**src/rtl/lcdc_regs_pkg.sv**
```systemverilog
package lcdc_regs_pkg;

  // Register selected by the decoded word address.
  typedef enum logic [3:0] {
    RG_NONE, RG_TIM, RG_UPB, RG_LPB, RG_MASK, RG_CTRL, RG_RIS,
    RG_MIS, RG_ICR, RG_UPCUR, RG_LPCUR, RG_PAL, RG_ID
  } reg_sel_e;

  localparam int ST_W     = 5;   // status and mask width
  localparam int NB_BIT   = 2;   // next-base status bit
  localparam int VC_BIT   = 3;   // vertical-compare status bit
  localparam int EN_BIT   = 0;
  localparam int PWR_BIT  = 11;
  localparam int DEPTH_LO = 1;
  localparam int DEPTH_W  = 3;
  localparam int DIM_W    = 11;  // width and height in pixels/lines

  // Identification byte idx; ext picks the extended set.
  function automatic logic [7:0] id_lookup(input logic ext, input logic [2:0] idx);
    case (idx)
      3'd0:    id_lookup = ext ? 8'h11 : 8'h10;
      3'd1:    id_lookup = 8'h11;
      3'd2:    id_lookup = ext ? 8'h24 : 8'h04;
      3'd3:    id_lookup = 8'h00;
      3'd4:    id_lookup = 8'h0D;
      3'd5:    id_lookup = 8'hF0;
      3'd6:    id_lookup = 8'h05;
      default: id_lookup = 8'hB1;
    endcase
  endfunction

endpackage

```
**src/rtl/lcdc_regs_dec.sv**
```systemverilog
module lcdc_regs_dec
  import lcdc_regs_pkg::*;
#(
  parameter int VARIANT = 0,
  parameter int WORD_AW = 10,
  parameter int PAL_AW  = 7
) (
  input  logic [WORD_AW-1:0] waddr,
  output reg_sel_e           sel,
  output logic [1:0]         tim_idx
);
  localparam int ID_WORDS = 8;
  localparam logic [WORD_AW-1:0] ID_BASE = WORD_AW'((1 << WORD_AW) - ID_WORDS);
  localparam logic [WORD_AW-PAL_AW-1:0] PAL_TAG = 1;

  reg_sel_e slot6, slot7;

  // The variant picks which of the two slots is the mask.
  generate
    if (VARIANT == 0) begin : g_base_map
      assign slot6 = RG_MASK;
      assign slot7 = RG_CTRL;
    end else begin : g_swap_map
      assign slot6 = RG_CTRL;
      assign slot7 = RG_MASK;
    end
  endgenerate

  assign tim_idx = waddr[1:0];

  always_comb begin
    sel = RG_NONE;
    if (waddr >= ID_BASE) begin
      sel = RG_ID;
    end else if (waddr[WORD_AW-1:PAL_AW] == PAL_TAG) begin
      sel = RG_PAL;
    end else begin
      case (waddr)
        WORD_AW'(0), WORD_AW'(1), WORD_AW'(2), WORD_AW'(3): sel = RG_TIM;
        WORD_AW'(4):  sel = RG_UPB;
        WORD_AW'(5):  sel = RG_LPB;
        WORD_AW'(6):  sel = slot6;
        WORD_AW'(7):  sel = slot7;
        WORD_AW'(8):  sel = RG_RIS;
        WORD_AW'(9):  sel = RG_MIS;
        WORD_AW'(10): sel = RG_ICR;
        WORD_AW'(11): sel = RG_UPCUR;
        WORD_AW'(12): sel = RG_LPCUR;
        default:      sel = RG_NONE;
      endcase
    end
  end
endmodule

```
**src/rtl/lcdc_regs_id.sv**
```systemverilog
module lcdc_regs_id
  import lcdc_regs_pkg::*;
#(
  parameter int VARIANT = 0
) (
  input  logic [2:0] idx,
  output logic [7:0] id_byte
);
  generate
    if (VARIANT == 2) begin : g_ext_id
      assign id_byte = id_lookup(1'b1, idx);
    end else begin : g_base_id
      assign id_byte = id_lookup(1'b0, idx);
    end
  endgenerate
endmodule

```
**src/rtl/lcdc_regs_irq.sv**
```systemverilog
module lcdc_regs_irq
  import lcdc_regs_pkg::*;
(
  input  logic            clk,
  input  logic            rst_n,
  input  logic            tick_set,
  input  logic            clr_we,
  input  logic [ST_W-1:0] clr_bits,
  input  logic            mask_we,
  input  logic [ST_W-1:0] mask_din,
  output logic [ST_W-1:0] status,
  output logic [ST_W-1:0] mask,
  output logic            irq
);
  localparam logic [ST_W-1:0] FRAME_SET =
    (ST_W'(1) << NB_BIT) | (ST_W'(1) << VC_BIT);

  logic [ST_W-1:0] clr_vec, set_vec;

  assign clr_vec = clr_we ? clr_bits : '0;
  assign set_vec = tick_set ? FRAME_SET : '0;

  // The set is applied after the clear, so a tick wins over a clear.
  always_ff @(posedge clk or negedge rst_n) begin
    if (!rst_n) begin
      status <= '0;
      mask   <= '0;
    end else begin
      status <= (status & ~clr_vec) | set_vec;
      if (mask_we) mask <= mask_din;
    end
  end

  assign irq = |(status & mask);
endmodule

```
**src/rtl/lcdc_regs.sv**
```systemverilog
module lcdc_regs
  import lcdc_regs_pkg::*;
#(
  parameter int VARIANT = 0,
  parameter int WORD_AW = 10,
  parameter int DW      = 32,
  parameter int PAL_AW  = 7
) (
  input  logic               clk,
  input  logic               rst_n,
  input  logic               bus_rd,
  input  logic               bus_wr,
  input  logic [WORD_AW-1:0] bus_waddr,
  input  logic [DW-1:0]      bus_wdata,
  output logic [DW-1:0]      bus_rdata,
  output logic               bus_rvalid,
  output logic               bus_err,
  input  logic               frame_tick,
  output logic               pal_rd,
  output logic               pal_wr,
  output logic [PAL_AW-1:0]  pal_idx,
  output logic [DW-1:0]      pal_wdata,
  input  logic [DW-1:0]      pal_rdata,
  output logic               disp_en,
  output logic [DEPTH_W-1:0] pix_depth,
  output logic [DIM_W-1:0]   act_width,
  output logic [DIM_W-1:0]   act_height,
  output logic               irq
);
  localparam int N_TIM = 4;
  localparam int HGT_FIELD = 10;
  localparam int WID_SUM_W = DIM_W - 4;

  reg_sel_e                sel;
  logic [1:0]              tim_idx;
  logic [N_TIM-1:0][DW-1:0] tim_q;
  logic [DW-1:0]           upb_q, lpb_q, ctrl_q;
  logic [ST_W-1:0]         st_q, mask_q;
  logic [7:0]              id_b;
  logic [DW-1:0]           rd_mux;
  logic [WID_SUM_W-1:0]    wid_sum;

  lcdc_regs_dec #(.VARIANT(VARIANT), .WORD_AW(WORD_AW), .PAL_AW(PAL_AW)) u_dec (
    .waddr   (bus_waddr),
    .sel     (sel),
    .tim_idx (tim_idx)
  );

  lcdc_regs_id #(.VARIANT(VARIANT)) u_id (
    .idx     (bus_waddr[2:0]),
    .id_byte (id_b)
  );

  lcdc_regs_irq u_irq (
    .clk      (clk),
    .rst_n    (rst_n),
    .tick_set (frame_tick & disp_en),
    .clr_we   (bus_wr && sel == RG_ICR),
    .clr_bits (bus_wdata[ST_W-1:0]),
    .mask_we  (bus_wr && sel == RG_MASK),
    .mask_din (bus_wdata[ST_W-1:0]),
    .status   (st_q),
    .mask     (mask_q),
    .irq      (irq)
  );

  // Writable registers
  always_ff @(posedge clk or negedge rst_n) begin
    if (!rst_n) begin
      tim_q  <= '0;
      upb_q  <= '0;
      lpb_q  <= '0;
      ctrl_q <= '0;
    end else if (bus_wr) begin
      for (int i = 0; i < N_TIM; i++) begin
        if (sel == RG_TIM && tim_idx == 2'(i)) tim_q[i] <= bus_wdata;
      end
      if (sel == RG_UPB)  upb_q  <= bus_wdata;
      if (sel == RG_LPB)  lpb_q  <= bus_wdata;
      if (sel == RG_CTRL) ctrl_q <= bus_wdata;
    end
  end

  // Read data select
  always_comb begin
    case (sel)
      RG_TIM:            rd_mux = tim_q[tim_idx];
      RG_UPB, RG_UPCUR:  rd_mux = upb_q;
      RG_LPB, RG_LPCUR:  rd_mux = lpb_q;
      RG_MASK:           rd_mux = DW'(mask_q);
      RG_CTRL:           rd_mux = ctrl_q;
      RG_RIS:            rd_mux = DW'(st_q);
      RG_MIS:            rd_mux = DW'(st_q & mask_q);
      RG_PAL:            rd_mux = pal_rdata;
      RG_ID:             rd_mux = DW'(id_b);
      default:           rd_mux = '0;
    endcase
  end

  always_ff @(posedge clk or negedge rst_n) begin
    if (!rst_n) begin
      bus_rdata  <= '0;
      bus_rvalid <= 1'b0;
      bus_err    <= 1'b0;
    end else begin
      bus_rvalid <= bus_rd;
      bus_rdata  <= bus_rd ? rd_mux : '0;
      bus_err    <= (bus_rd | bus_wr) && sel == RG_NONE;
    end
  end

  // Palette pass-through
  assign pal_rd    = bus_rd && sel == RG_PAL;
  assign pal_wr    = bus_wr && sel == RG_PAL;
  assign pal_idx   = bus_waddr[PAL_AW-1:0];
  assign pal_wdata = bus_wdata;

  // Derived display settings
  assign disp_en    = ctrl_q[EN_BIT] & ctrl_q[PWR_BIT];
  assign pix_depth  = ctrl_q[DEPTH_LO +: DEPTH_W];
  assign wid_sum    = WID_SUM_W'(tim_q[0][7:2]) + WID_SUM_W'(1);
  assign act_width  = {wid_sum, 4'b0000};
  assign act_height = DIM_W'(tim_q[1][HGT_FIELD-1:0]) + DIM_W'(1);
endmodule

```
**config.mk**
```make
export PLATFORM = sky130hd
export DESIGN_NAME = lcdc_regs
export DESIGN_NICKNAME = d
export VERILOG_FILES = /design/src/rtl/lcdc_regs_pkg.sv /design/src/rtl/lcdc_regs_dec.sv /design/src/rtl/lcdc_regs_id.sv /design/src/rtl/lcdc_regs_irq.sv /design/src/rtl/lcdc_regs.sv
export SDC_FILE = /design/constraint.sdc
export NUM_CORES = 1
export LEC_CHECK = 0
export BUFFER_PORTS_ARGS = -buffer_cell sky130_fd_sc_hd__buf_4
export CORE_UTILIZATION = 49
export DETAILED_ROUTE_END_ITERATION = 8
export PLACE_DENSITY_LB_ADDON = 0.15
export SETUP_SLACK_MARGIN = 0.15
export SLEW_MARGIN = 20
export SYNTH_ARGS = -nofsm -noshare
export SYNTH_HDL_FRONTEND = slang
export SYNTH_SLANG_ARGS = --single-unit
export TNS_END_PERCENT = 1
```
**constraint.sdc**
```tcl
create_clock -name clk -period 2 [get_ports clk]
set_clock_uncertainty 0.05 [all_clocks]
set_input_delay 0.1 -clock clk [delete_from_list [all_inputs] [get_ports clk]]
set_output_delay 0.1 -clock clk [all_outputs]
set_load 0.02 [all_outputs]
```
== After elaboration in Yosys (flattened, before gate mapping) ==
Memory sizes are Yosys's and may differ from the RTL's.
Cells that the tools add are included.

* Add/sub/neg operators: 2
* Order comparisons: 2
* Eq/ne operators: 22
* Multiplexer cells: 10
* Bitwise logic cells: 8
* Reduce and logical (&&, ||, !) cells: 23

{| class="wikitable"
|+ Operators with widths
! kind !! number
|-
| $pmux W32 S9 || 1
|-
| $bmux W32 S2 || 1
|-
| $mux W32 || 2
|-
| $pmux W8 S7 || 1
|-
| $eq A4 B4 Y1 const B || 5
|-
| $eq A4 B3 Y1 const B || 4
|-
| $mux W4 || 4
|-
| $and A5 B5 Y5 || 3
|-
| $reduce_and A2 Y1 || 7
|-
| $add A10 B1 Y11 const B || 1
|-
| $ge A10 B10 Y1 const B || 1
|-
| $eq A3 B3 Y1 const B || 3
|-
| $logic_and A1 B1 Y1 || 9
|-
| $eq A4 B2 Y1 const B || 2
|-
| $add A6 B1 Y7 const B || 1
|-
| $eq A3 B1 Y1 const B || 2
|-
| $eq A3 B2 Y1 const B || 2
|-
| $logic_not A6 Y1 || 1
|-
| $mux W5 || 1
|-
| $not A5 Y5 || 1
|-
| $or A5 B5 Y5 || 1
|-
| $reduce_or A5 Y1 || 1
|-
| $eq A2 B2 Y1 const B || 2
|-
| $eq A4 B1 Y1 const B || 1
|-
| 8 further kinds || 10
|}

* Flip-flop bits (word level): 268
* Memory bits (read-only): 64
* Input port bits: 79
* Output and inout port bits: 102
* Logic and storage cells: 80
* Memories kept: 1

{| class="wikitable"
|+ Memory list
! name !! words !! width !! rd ports !! clocked after Yosys merged registers in !! write ports !! line !! text
|-
| (no name shown) || 16 || 4 || 1 || 0 || 0 || lcdc_regs_dec.sv:38 || <nowiki>case (waddr)</nowiki>
|}

== Logic depth before layout (Yosys ltp) ==
* Depth in word-level cells: 10
* Depth in mapped cells: 9
* Depth with buffers taken out: 5

== Modules after synthesis ==
From an unflattened synthesis, not the netlist that was laid out.

* Cell total of the unflattened synthesis: 923
* Area, all modules: 12563.3 um2

{| class="wikitable"
|+ Modules (own cells, without submodules)
! module !! times used !! cells an instance !! area each (um2) !! seq. area each (um2)
|-
| lcdc_regs || 1 || 864 || 11956.5 || 6456.2
|-
| lcdc_regs_irq || 1 || 25 || 372.9 || 250.2
|-
| lcdc_regs_dec || 1 || 23 || 160.2 || 0.0
|-
| lcdc_regs_id || 1 || 11 || 73.8 || 0.0
|}

== Worst setup path after synthesis ==
Ideal clock, no wire load.

* Path type: input-to-reg
* From: input port bus_waddr[3]
* To: register tim_q[65] (netlist name)
* Arrival: 1.585 ns
* Data required time: 1.825 ns
* Path slack: 0.240 ns
* Cell stages on the path: 6
* Buffers on the path: 2
* Cell sequence: buf_2 -> nor2_1 -> nand3_4 -> nor2_2 -> buf_2 -> mux2_2

* Longest elaborated chain between the ends: 7
* Elaborated cells on any way between the ends: 8
* Classes of those cells: 1 x order compare; 1 x eq/ne; 3 x mux; 2 x reduce/logical; 1 x memory

{| class="wikitable"
|+ Ends and longest elaborated chain
! what !! line !! text
|-
| from (decl) || lcdc_regs.sv:13 || <nowiki>input logic [WORD_AW-1:0] bus_waddr,</nowiki>
|-
| $mem_v2 Z16 W4 || n/a ||
|-
| $mux W4 || lcdc_regs_dec.sv:38 ||
|-
| $mux W4 || lcdc_regs_dec.sv:35 || <nowiki>end else if (waddr[WORD_AW-1:PAL_AW] == PAL_TAG) begin</nowiki>
|-
| $mux W4 (*) || lcdc_regs_dec.sv:33 || <nowiki>if (waddr >= ID_BASE) begin</nowiki>
|-
| $eq A4 B1 Y1 (*) || lcdc_regs.sv:76 || <nowiki>if (sel == RG_TIM && tim_idx == 2'(i)) tim_q[i] <= bus_wdata;</nowiki>
|-
| $logic_and A1 B1 Y1 (*) || lcdc_regs.sv:76 ||
|-
| $reduce_and A2 Y1 (no source line) (*) || n/a ||
|-
| to (signal, indexed assignment) || lcdc_regs.sv:76 ||
|-
| to (decl) || lcdc_regs.sv:36 || <nowiki>logic [N_TIM-1:0][DW-1:0] tim_q;</nowiki>
|}

Every way passes the cells marked *; elsewhere a longest branch is shown, timed or not.
A chain may end at the register's enable or synchronous reset.

== Worst setup path after layout ==
* From: register tim_q[36] (netlist name)
* To: output port act_height[7]

* Longest elaborated chain between the ends: 1

{| class="wikitable"
|+ Ends and longest elaborated chain
! what !! line !! text
|-
| $add A10 B1 Y11 || lcdc_regs.sv:123 || <nowiki>assign act_height = DIM_W'(tim_q[1][HGT_FIELD-1:0]) + DIM_W'(1);</nowiki>
|-
| to (decl) || lcdc_regs.sv:27 || <nowiki>output logic [DIM_W-1:0] act_height,</nowiki>
|}

No other way between the ends.

==> flow_summary.ini <==
[cts]
worstSkewPairLatency_ns = 0.55
htreeDepth = 1
numCtsBuffers = 28
clock-sinks = 268
root_buffer = clkbuf_16
cts_buffer_depth = 3
path_clk_slew_ns = 0.07
tritoncts = yes

[floorplanning]
die_area_sq_um = 26200
die_h_microns = 162
die_w_microns = 162
initial_core_util_pct = 49.9
core_sq_um = 25100
rows = 58
num_io_pins = 181

[worst_setup_path]
endpoint_kind = output port
critPathCapture = act_height[7]
r2r_end = bus_rdata[1]$_DFF_PN0_
cp-start-kind = flop
r2r_cells = 6
critPathMaxFanout = 3
r2r_slack_ns = 0.23
arrival_ns = 1.74
setup.worst_path.start = tim_q[36]$_DFFE_PN0P_
crit_required_ns = 1.85
r2r-start = tim_q[33]$_DFFE_PN0P_
critPathKind = reg -> out

[routing]
wire_per_inst_microns = 21.3
post-route-drc-count = 0
ant_nets = 0
via_count = 8618
vias_per_cell = 5.76
drtIter0Drc = 637
firstDrtPassIters = 6
drt-total-wl_microns = 31800

[yosys]
ys_types = 54
synth-seq-cells = 268
synth_area_leaders = dfrtp_1 54%, mux2_2 19%, mux4_2 5.7%
syn_inst = 908
netlist.area_leader.share_pct = 53.5
netlist_area_sq_um = 12500
synth_edf_count = 0
synthArstFlopShare_pct = 100
synthFlopType = dfrtp_1
yosysWarningCount = 0
synth_most_common_cell = dfrtp_1
synth_common_cells = 268 x dfrtp_1, 210 x mux2_2, 58 x buf_4, 35 x a21oi_1, 32 x mux4_2
synth_area_leader_cell = dfrtp_1
synth.avg_cell_area_sq_um = 13.8
ys_seq_area_share_pct = 53.5

[power]
peakVddDrop_v = 0.000645
combPwrFrac_pct = 9.7
power_density_nw_per_um2 = 755
p_sw_mw = 2.81
p_sw_share_pct = 23.0
seqPwrFrac_pct = 47.3
p_clk_share_pct = 43.1
p_leak_nw = 7.66
internal-power_mw = 9.39

[final_layout]
nets = 1228
seq_area_sq_um = 6710
post-route-util_pct = 64.4
multiInputGateArea_sq_um = 5260
drive_gt1_share_pct = 48.2
fillers = 1936
syn2layout_area_growth_pct = 28.9
n_antenna_cell = 0

[timing]
drv_slew = 0
hold_viol = 0
fin_crit_ns = 1.89
setup_viol = 0
setup_tns_ns = 0
tightestPinTransition_ns = 0.679
maxSlewHeadroom_pct = 54.7
fmax_mhz = 530
rsz0062_at_grt = yes
fin_crit_sh_pct = 94.4

[hold_path]
worstHoldStart = bus_waddr[8]
min_path_type = in -> reg

[run]
drv_cap = 0

[global_route]
antenna_found_initial = 0
grt_usage_pct = 25.1
grt_pass1_wl_microns = 50800
overflow = 0
grt_pass1_vias = 8877
grt_max_degree = 73

[placement]
hpwl_microns = 20300
io_buffers = 176
gp_congestion = 0.826

[outcome]
status = completed
==> registers in the layout (all words and copies together) (netlist names) <==
register,count
tim_q,128
bus_rdata,32
ctrl_q,32
lpb_q,32
upb_q,32
u_irq.mask,5
u_irq.status,5
bus_err,1
bus_rvalid,1
==> power by group through the flow <==
| stage | Clock, mW | Sequential [mW] | Combinational [mW] |
|---|---|---|---|
| global placement | 0 | 5.85 | 1.05 |
| global route | 5.61 | 5.79 | 1.28 |
| floorplan | 0 | 5.83 | 0.562 |
| finish | 5.25 | 5.77 | 1.18 |
| detailed placement | 0 | 5.86 | 1.06 |
| CTS | 5.35 | 5.76 | 1.19 |
==> final cells by class <==
cell class	count	share of cell area, %
Clock buffer	43	5.25
Tap cell	330	2.55
Sequential cell	268	41.5
Clock inverter	7	0.526
Inverter	6	0.139
Multi-Input combinational cell	531	32.5
Timing Repair Buffer	312	17.5
==> timing repair <==
action	CTS	global route
buffers inserted	6	0
resized for setup	10	3
pin swaps	4	2
endpoints found under the hold margin	536	0
setup endpoints to repair	7	8
hold buffers	72	0
==> layer usage <==
layer,up-vias,GRT usage [%],share of wire [%]
met2,282,41.0,49
met1,4480,35.5,43
met5,-,0,0
li1,3817,-,-
met4,0,6.22,1.7
met3,39,3.50,6.2
==> placed cells by master (no fill, tap or decap), types with 5 or more instances in the layout <==
cell type	Yosys	final
a21oi_1	35	35
a221oi_1	5	5
a222oi_1	27	27
a22o_1	6	6
a22oi_1	30	30
and3_1	9	7
buf_12	0	23
buf_4	58	215
clkbuf_1	16	7
clkbuf_16	0	29
clkbuf_8	0	7
clkinv_2	0	5
dfrtp_1	268	265
dlygate4sd3_1	0	71
inv_1	5	5
mux2_1	11	11
mux2_2	210	210
mux2_4	6	6
mux4_2	32	32
nand2_1	30	30
nand2b_1	25	25
nand3_1	13	10
nor2_1	11	9
nor3_1	6	5
o21ai_0	6	6
xnor2_1	10	9
xor2_1	5	5
==> how the worst min path moves through the flow <==
stage | slack (ns) | end | depth (start not counted)
floorplan | -0.25 | bus_err$_DFF_PN0_ | 0
global placement | -0.05 | ctrl_q[7]$_DFFE_PN0P_ | 1
detailed placement | -0.05 | ctrl_q[4]$_DFFE_PN0P_ | 1
CTS | 0.03 | bus_rdata[2]$_DFF_PN0_ | 5
global route | 0.08 | bus_rdata[2]$_DFF_PN0_ | 5
finish | 0.04 | bus_rdata[2]$_DFF_PN0_ | 5
==> cell families after synthesis <==
| group | Yosys count | share of synthesized area, % |
|---|---|---|
| other cells | 1 | 0.0299 |
| flops | 268 | 53.5 |
| mux | 259 | 26.3 |
| compound gates | 132 | 7.91 |
| simple gates | 119 | 5.44 |
| fa+ha+maj | 2 | 0.200 |
| xor+xnor | 15 | 1.05 |
| buf+inv | 112 | 5.55 |
==> stage by stage <==
step	power (mW)	cell area [sq um]	worst slack (ns)	hold slack, ns	instances
2_1_floorplan	6.39	12500	0.240	-0.246	911
5_1_grt	12.7	16200	0.0735	0.0835	1497
6_report	12.2	16200	0.112	0.0445	1497
3_3_place_gp	6.90	14400	0.0275	-0.0502	1369
4_1_cts	12.3	16100	0.112	0.0315	1497
3_5_place_dp	6.92	14400	0.0244	-0.0519	1369
==> critical path, stage by stage (launching register included) <==
cell and delay, ns:
dfrtp_1 0.39, and3_4 0.21, and3_4 0.19, nand3_1 0.10, xnor2_1 0.16, buf_4 0.16
(Power assumes the default switching activity.)
